File: src/rtl/swinit_pkg.sv
package swinit_pkg;

    typedef enum logic [3:0] {
        ST_SAMPLE,
        ST_KICK_SRAM,
        ST_WAIT_EE,
        ST_WAIT_CPU,
        ST_WAIT_TEST,
        ST_KICK_AGE,
        ST_KICK_POLL,
        ST_KICK_LED,
        ST_DONE
    } seq_state_t;

    typedef enum logic [1:0] {
        PATH_STRAP,
        PATH_EEPROM,
        PATH_CPU
    } boot_path_t;

    localparam logic [1:0] STRAP_ONLY   = 2'b11;
    localparam logic [1:0] STRAP_EEPROM = 2'b10;
    localparam logic [1:0] STRAP_CPU    = 2'b01;
    localparam logic [1:0] STRAP_EE_FST = 2'b00;

endpackage

File: src/rtl/swinit_path_dec.sv
module swinit_path_dec
    import swinit_pkg::*;
(
    input  logic [1:0] strap_q,
    output boot_path_t path
);
    always_comb begin
        unique case (strap_q)
            STRAP_ONLY:   path = PATH_STRAP;
            STRAP_CPU:    path = PATH_CPU;
            STRAP_EEPROM: path = PATH_EEPROM;
            default:      path = PATH_EEPROM;
        endcase
    end
endmodule

File: src/rtl/swinit_cmd_rom.sv
module swinit_cmd_rom
    import swinit_pkg::*;
#(
    parameter int            ADDR_W    = 16,
    parameter int            DATA_W    = 8,
    parameter logic [ADDR_W-1:0] A_SRAM = 16'h0619,
    parameter logic [ADDR_W-1:0] A_AGE  = 16'h0304,
    parameter logic [ADDR_W-1:0] A_POLL = 16'h0404,
    parameter logic [ADDR_W-1:0] A_LED  = 16'h000A,
    parameter logic [DATA_W-1:0] D_SRAM = 8'h01,
    parameter logic [DATA_W-1:0] D_AGE  = 8'h01,
    parameter logic [DATA_W-1:0] D_POLL = 8'h08,
    parameter logic [DATA_W-1:0] D_LED  = 8'h01
) (
    input  seq_state_t        state,
    output logic              wr_en,
    output logic [ADDR_W-1:0] wr_addr,
    output logic [DATA_W-1:0] wr_data
);
    always_comb begin
        wr_en   = 1'b0;
        wr_addr = '0;
        wr_data = '0;
        unique case (state)
            ST_KICK_SRAM: begin wr_en = 1'b1; wr_addr = A_SRAM; wr_data = D_SRAM; end
            ST_KICK_AGE:  begin wr_en = 1'b1; wr_addr = A_AGE;  wr_data = D_AGE;  end
            ST_KICK_POLL: begin wr_en = 1'b1; wr_addr = A_POLL; wr_data = D_POLL; end
            ST_KICK_LED:  begin wr_en = 1'b1; wr_addr = A_LED;  wr_data = D_LED;  end
            default: ;
        endcase
    end
endmodule

File: src/rtl/swinit_fsm.sv
module swinit_fsm
    import swinit_pkg::*;
#(
    parameter int STRAP_W = 2
) (
    input  logic               clk,
    input  logic               rst_n,
    input  logic [STRAP_W-1:0] boot_strap,
    input  boot_path_t         path,
    input  logic               sram_test_done,
    input  logic               ee_load_done,
    input  logic               ee_load_err,
    input  logic               cpu_start,
    output logic [STRAP_W-1:0] strap_q,
    output seq_state_t         state,
    output logic               init_done
);
    seq_state_t state_nx;

    // state register and strap capture
    always_ff @(posedge clk or negedge rst_n) begin
        if (!rst_n) begin
            state   <= ST_SAMPLE;
            strap_q <= '1;
        end else begin
            state <= state_nx;
            if (state == ST_SAMPLE)
                strap_q <= boot_strap;
        end
    end

    // next-state logic
    always_comb begin
        state_nx = state;
        unique case (state)
            ST_SAMPLE:    state_nx = ST_KICK_SRAM;
            ST_KICK_SRAM: begin
                unique case (path)
                    PATH_EEPROM: state_nx = ST_WAIT_EE;
                    PATH_CPU:    state_nx = ST_WAIT_CPU;
                    default:     state_nx = ST_WAIT_TEST;
                endcase
            end
            ST_WAIT_EE: begin
                if (ee_load_err)       state_nx = ST_KICK_LED;
                else if (ee_load_done) state_nx = ST_WAIT_TEST;
            end
            ST_WAIT_CPU:  if (cpu_start)      state_nx = ST_WAIT_TEST;
            ST_WAIT_TEST: if (sram_test_done) state_nx = ST_KICK_AGE;
            ST_KICK_AGE:  state_nx = ST_KICK_POLL;
            ST_KICK_POLL: state_nx = ST_KICK_LED;
            ST_KICK_LED:  state_nx = ST_DONE;
            ST_DONE:      state_nx = ST_DONE;
            default:      state_nx = ST_SAMPLE;
        endcase
    end

    // output process
    always_comb begin
        init_done = (state == ST_DONE);
    end
endmodule

File: src/rtl/swinit_seq.sv
module swinit_seq
    import swinit_pkg::*;
#(
    parameter int ADDR_W = 16,
    parameter int DATA_W = 8
) (
    input  logic              clk,
    input  logic              rst_n,
    input  logic [1:0]        boot_strap,
    input  logic              sram_test_done,
    input  logic              ee_load_done,
    input  logic              ee_load_err,
    input  logic              cpu_start,
    output logic              wr_en,
    output logic [ADDR_W-1:0] wr_addr,
    output logic [DATA_W-1:0] wr_data,
    output logic              init_done
);
    logic [1:0] strap_q;
    boot_path_t path;
    seq_state_t state;

    swinit_fsm #(.STRAP_W(2)) u_fsm (
        .clk(clk), .rst_n(rst_n), .boot_strap(boot_strap), .path(path),
        .sram_test_done(sram_test_done), .ee_load_done(ee_load_done),
        .ee_load_err(ee_load_err), .cpu_start(cpu_start),
        .strap_q(strap_q), .state(state), .init_done(init_done)
    );

    swinit_path_dec u_dec (.strap_q(strap_q), .path(path));

    swinit_cmd_rom #(.ADDR_W(ADDR_W), .DATA_W(DATA_W)) u_rom (
        .state(state), .wr_en(wr_en), .wr_addr(wr_addr), .wr_data(wr_data)
    );
endmodule

File: config.mk
export PLATFORM = sky130hd
export DESIGN_NAME = swinit_seq
export DESIGN_NICKNAME = d
export VERILOG_FILES = /design/src/rtl/swinit_pkg.sv /design/src/rtl/swinit_path_dec.sv /design/src/rtl/swinit_cmd_rom.sv /design/src/rtl/swinit_fsm.sv /design/src/rtl/swinit_seq.sv
export SDC_FILE = /design/constraint.sdc
export NUM_CORES = 1
export LEC_CHECK = 0
export CAP_MARGIN = 20
export CELL_PAD_IN_SITES_DETAIL_PLACEMENT = 1
export CELL_PAD_IN_SITES_GLOBAL_PLACEMENT = 1
export CORE_AREA = 3 3 50 52
export CTS_BUF_LIST = sky130_fd_sc_hd__clkbuf_8
export CTS_CLUSTER_DIAMETER = 120
export DETAILED_ROUTE_END_ITERATION = 7
export DIE_AREA = 0 0 53 55
export PLACE_DENSITY = 0.79
export SKIP_LAST_GASP = 1
export SLEW_MARGIN = 30
export SYNTH_ARGS = -nofsm -noshare
export SYNTH_HDL_FRONTEND = slang
export SYNTH_SLANG_ARGS = --single-unit
File: constraint.sdc
create_clock -name clk -period 2.3 [get_ports clk]
set_input_delay 0.46 -clock clk [delete_from_list [all_inputs] [get_ports clk]]
set_output_delay 0.46 -clock clk [all_outputs]
set_load 0.05 [all_outputs]
# Yosys cells after proc, flatten, opt, wreduce, memory -nomap -nowiden
# Cells that the tools add are included.
[totals]
n_memories = 0
in_bits = 8
ramBits = 0
mem_bits_ro = 0
latch_bits = 0
reg_bits = 6
elab_cells = 32
[classes]
n_bitwise = 0
magnitude_cmp = 0
reduce_logical = 5
div_mod_pow = 0
n_shift = 0
n_mul = 0
eq_ne = 15
addsub = 0
n_mux = 10
[ops]
columns = ["cell", "count"]
rows = [
  ["one-hot mux 11 bit (4 select lines)", 1],
  ["one-hot mux 4 bit (8 select lines)", 1],
  ["equality test 4 x 3 -> 1 bit, second input constant", 4],
  ["2-to-1 mux 4 bit", 4],
  ["equality test 4 x 2 -> 1 bit, second input constant", 2],
  ["one-hot mux 4 bit (2 select lines)", 1],
  ["one-hot mux 3 bit (2 select lines)", 1],
  ["equality test 2 x 1 -> 1 bit, second input constant", 2],
  ["equality test 2 bit, second input constant", 2],
  ["equality test 4 x 1 -> 1 bit, second input constant", 1],
  ["equality test 4 bit, second input constant", 1],
  ["logical NOT 4 bit", 1],
  ["inequality test 2 bit, second input constant", 2],
  ["one-hot mux 2 bit (2 select lines)", 1],
  ["OR reduction 4 bit", 1],
  ["inequality test 3 bit, second input constant", 1],
  ["AND reduction 3 bit", 1],
  ["OR reduction 3 bit", 1],
  ["OR reduction 2 bit", 1],
  ["2-to-1 mux 1 bit", 1],
]

# Depth between registers and ports, before layout
[depth]
word_depth = 5
mapped_depth = 5

# Cells and area by module
# From an unflattened synthesis, not the netlist that was laid out.
[unflattened]
cells_unflattened = 76
area_unflattened_um2 = 601.8
[modules_own_cells]
columns = ["mod", "cells_per_inst", "area_each_um2", "instances"]
rows = [
  ["swinit_fsm", 39, 361.6, 1],
  ["swinit_cmd_rom", 35, 222.7, 1],
  ["swinit_path_dec", 2, 17.5, 1],
]

# Least setup slack after synthesis
# No wires, ideal clock.
[synth_path]
path_kind = "register -> output"
startpoint = "reg u_fsm.state[1]"
endpoint = "out wr_data[0]"
arrival_time_ns = 1.782
path_stages_with_launch = 4
path_slack_ns = 0.058
path_buffers = 1
required_ns = 1.840
path_cell_list = "dfrtp_1 > buf_6 > nor2b_1 > nor3b_1"
[synth_between]
elab_chain_len = 3
[synth_rtl]
columns = ["element", "line_no", "text"]
rows = [
  ["from (decl)", "swinit_fsm.sv:15", "output seq_state_t state,"],
  ["from (signal assigned)", "swinit_fsm.sv:26", "state <= state_nx;"],
  ["equality test 4 x 3 -> 1 bit or equality test 4 x 1 -> 1 bit (tied branches)", "swinit_cmd_rom.sv:24", "unique case (state)"],
  ["OR reduction 3 bit (no line)", "n/a", ""],
  ["one-hot mux 4 bit (2 select lines) (*)", "swinit_cmd_rom.sv:24", ""],
  ["to (decl)", "swinit_seq.sv:16", "output logic [DATA_W-1:0] wr_data,"],
]
# Every way passes the cells marked *; elsewhere a longest branch is shown, timed or not.

# Worst setup path after layout
[layout_path]
startpoint = "reg u_fsm.state[0]"
endpoint = "out wr_addr[4]"
[layout_between]
elab_chain_len = 2
[layout_rtl]
columns = ["element", "line_no", "text"]
rows = [
  ["equality test 4 x 3 -> 1 bit or equality test 4 x 1 -> 1 bit (tied branches)", "swinit_cmd_rom.sv:24", ""],
  ["one-hot mux 11 bit (4 select lines) (*)", "swinit_cmd_rom.sv:24", ""],
  ["to (decl)", "swinit_seq.sv:15", "output logic [ADDR_W-1:0] wr_addr,"],
]
# Marked as above.

==> flow_summary.yaml <==
run_status:
  status: "finished clean"
placed_design:
  placed_area_um2: 795
  gp_congestion: 0.798
  port_buffers: 19
  dp_hpwl_um: 1220
routing:
  first_pass_iters: 4
  drt_wl_total_um: 1490
  drc: 0
  vias: 519
  detail-route-antenna-nets: 0
  dr.first_iter.drc_count: 2
  detail_route.wl_per_cell_um: 12.8
  viasPerCell: 4.44
clock_network:
  ctsHoldBuffers: 0
  clockBufferDepth: 2
  cts_buffers: 3
  htreeDepth: 1
  ctsResizeCount: 0
  clockRootBuffer: "clkbuf_8"
  path_clk_slew_ns: 0.04
  cts_setup_buffers: 0
  clk_latency_ns: 0.22
  cts_tree: "yes"
  cts.sinks: 6
floorplan:
  num_rows: 17
  die_area_mm2: 0.00292
  core_mm2: 0.00215
  initial_core_util_pct: 27.4
  die-width_um: 53
  ios: 34
  fp.dieH_um: 55
timing:
  clock_skew_ns: 0.000525
  setup_viol: 0
  hold_violations: 0
  min_period_ns: 2.13
  max_freq_mhz: 469
  grt_setup_unrepaired: "false"
  tns_ns: 0
  slew_violations: 0
  timing.final.crit_share_pct: 92.7
synthesis:
  synth_seq_area_share_pct: 25.9
  avgSynthCellArea_um2: 8.07
  yosysWarnings: 0
  ys_ff_latch: 6
  synth_cell_type_count: 34
  synth_top_area_cell: "buf_4"
  synth_cells: 73
  synth_area_leaders: "buf_4 (19%), dfrtp_1 (17%), dfstp_2 (8.9%)"
  synth.top_cell.area_share_pct: 19.1
  synthesis.area_um2: 589
global_route:
  grt-ovfl-total: 0
  grt_first_pass_wirelength_um: 2560
  grtUsageTotal_pct: 12.5
  grt_pass1_vias: 548
  grt_max_degree: 13
  antenna_found_initial: 0
cells_and_area:
  final_area_um2: 836
  nNetsFinal: 99
  synthToLayoutAreaGrowth_pct: 41.8
  drive_above_1_share_pct: 27.0
  antenna_cells: 0
setup_path:
  end_kind: "output pin"
  cp_max_fo: 12
  crit_arrival_ns: 1.67
  startpoint_type: "flip-flop"
  crit_type: "reg -> out"
  critPathRequiredTime_ns: 1.84
flow_run:
  timing.max_cap.violations: 0
worst_hold_path:
  worstHoldPathType: "in -> async"
## cells in the mapped netlist
cell type and n:
o21ai_1 1, nor3_2 1, nand2b_1 2, or2_2 1, o211ai_1 3, buf_6 1
and3_1 1, a311o_1 1, o22ai_1 1, nor3b_1 1, and2_4 1, buf_2 3
mux2_2 1, a211oi_1 1, and2_1 2, inv_1 4, nor4_2 1, nand2_1 6
dfstp_2 2, o21ai_2 1, nor2b_1 2, or3_4 1, nor2_1 5, conb_1 1
nor3_1 2, or4_1 1, a21oi_1 2, dfrtp_1 4, xnor2_1 1, o22a_1 1
buf_4 15, mux2i_1 1, a31oi_1 1, o21ai_0 1
## routing by layer
layer | global-route usage [%] | part of all wire [%] | vias to the layer above
met4 | 7.66 | 1.4 | 0
met1 | 14.1 | 40 | 243
met5 | 0 | 0 | -
li1 | - | - | 249
met2 | 21.3 | 51 | 23
met3 | 3.22 | 7.4 | 4
## area by class of cell
cell class | instances | area, µm²
Clock buffer | 3 | 41.3
Fill cell | 262 | 1310
Inverter | 4 | 15.0
Multi-Input combinational cell | 57 | 332
Sequential cell | 6 | 153
Tap cell | 28 | 35.0
Timing Repair Buffer | 19 | 260
## flip-flops by register name, summed over array words and instances, names as in the netlist
signal,count
u_fsm.strap_q,2
u_fsm.state,4
## cells by family (layout without fill, tap and decap cells)
logic type | Yosys count | after routing | synth area share, %
compound gates | 13 | 13 | 15.3
other cells | 1 | 14 | 0.636
simple gates | 27 | 27 | 27.0
buf+inv | 23 | 26 | 26.1
flops | 6 | 6 | 25.9
xor+xnor | 1 | 1 | 1.49
mux | 2 | 2 | 3.61
## metrics by stage
| stage | hold slack (ns) | utilization, % | std cells | worst slack [ns] |
|---|---|---|---|---|
| 4_1_cts | 0.485 | 38.9 | 117 | 0.158 |
| 6_report | 0.480 | 38.9 | 117 | 0.167 |
| 2_1_floorplan | 0.164 | - | 86 | 0.0579 |
| 3_3_place_gp | 0.536 | 37.0 | 114 | 0.505 |
| 3_5_place_dp | 0.536 | 37.0 | 114 | 0.400 |
| 5_1_grt | 0.495 | 38.9 | 117 | 0.0404 |
## worst max-delay path: stages, from the launching register on
cell and delay, ns:
dfrtp_1 0.55, nand2b_1 0.26, nor3_2 0.43, buf_12 0.20
## layout by cell type, fill, tap and decap left out
cell type	count
a211oi_1	1
a21oi_1	2
a311o_1	1
a31oi_1	1
and2_1	2
and2_4	1
and3_1	1
buf_12	8
buf_4	4
clkbuf_8	3
clkdlybuf4s50_1	7
conb_1	14
dfrtp_1	4
dfstp_2	2
inv_1	4
mux2_2	1
mux2i_1	1
nand2_1	6
nand2b_1	2
nor2_1	5
nor2b_1	2
nor3_1	2
nor3_2	1
nor3b_1	1
nor4_2	1
o211ai_1	3
o21ai_0	1
o21ai_1	1
o21ai_2	1
o22a_1	1
o22ai_1	1
or2_2	1
or3_4	1
or4_1	1
xnor2_1	1
## path summary, 6_finish.rpt
check                                              from                           end  slack [ns]  cells after the start
max                          u_fsm.state[0]$_DFFE_PN0P_                    wr_addr[4]        0.17                      3
max reg2reg                  u_fsm.state[0]$_DFFE_PN0P_    u_fsm.state[0]$_DFFE_PN0P_        0.65                      4
min                                               rst_n    u_fsm.state[3]$_DFFE_PN0P_        0.48                      1
min reg2reg                u_fsm.strap_q[1]$_DFFE_PN1P_  u_fsm.strap_q[1]$_DFFE_PN1P_        0.53                      2
min in group clk           u_fsm.strap_q[1]$_DFFE_PN1P_  u_fsm.strap_q[1]$_DFFE_PN1P_        0.53                      2
max in group asynchronous                         rst_n  u_fsm.strap_q[0]$_DFFE_PN1P_        1.55                      1
Power is not shown: default switching activity piles up to over one toggle a cycle in this logic, so the estimate is an artifact.
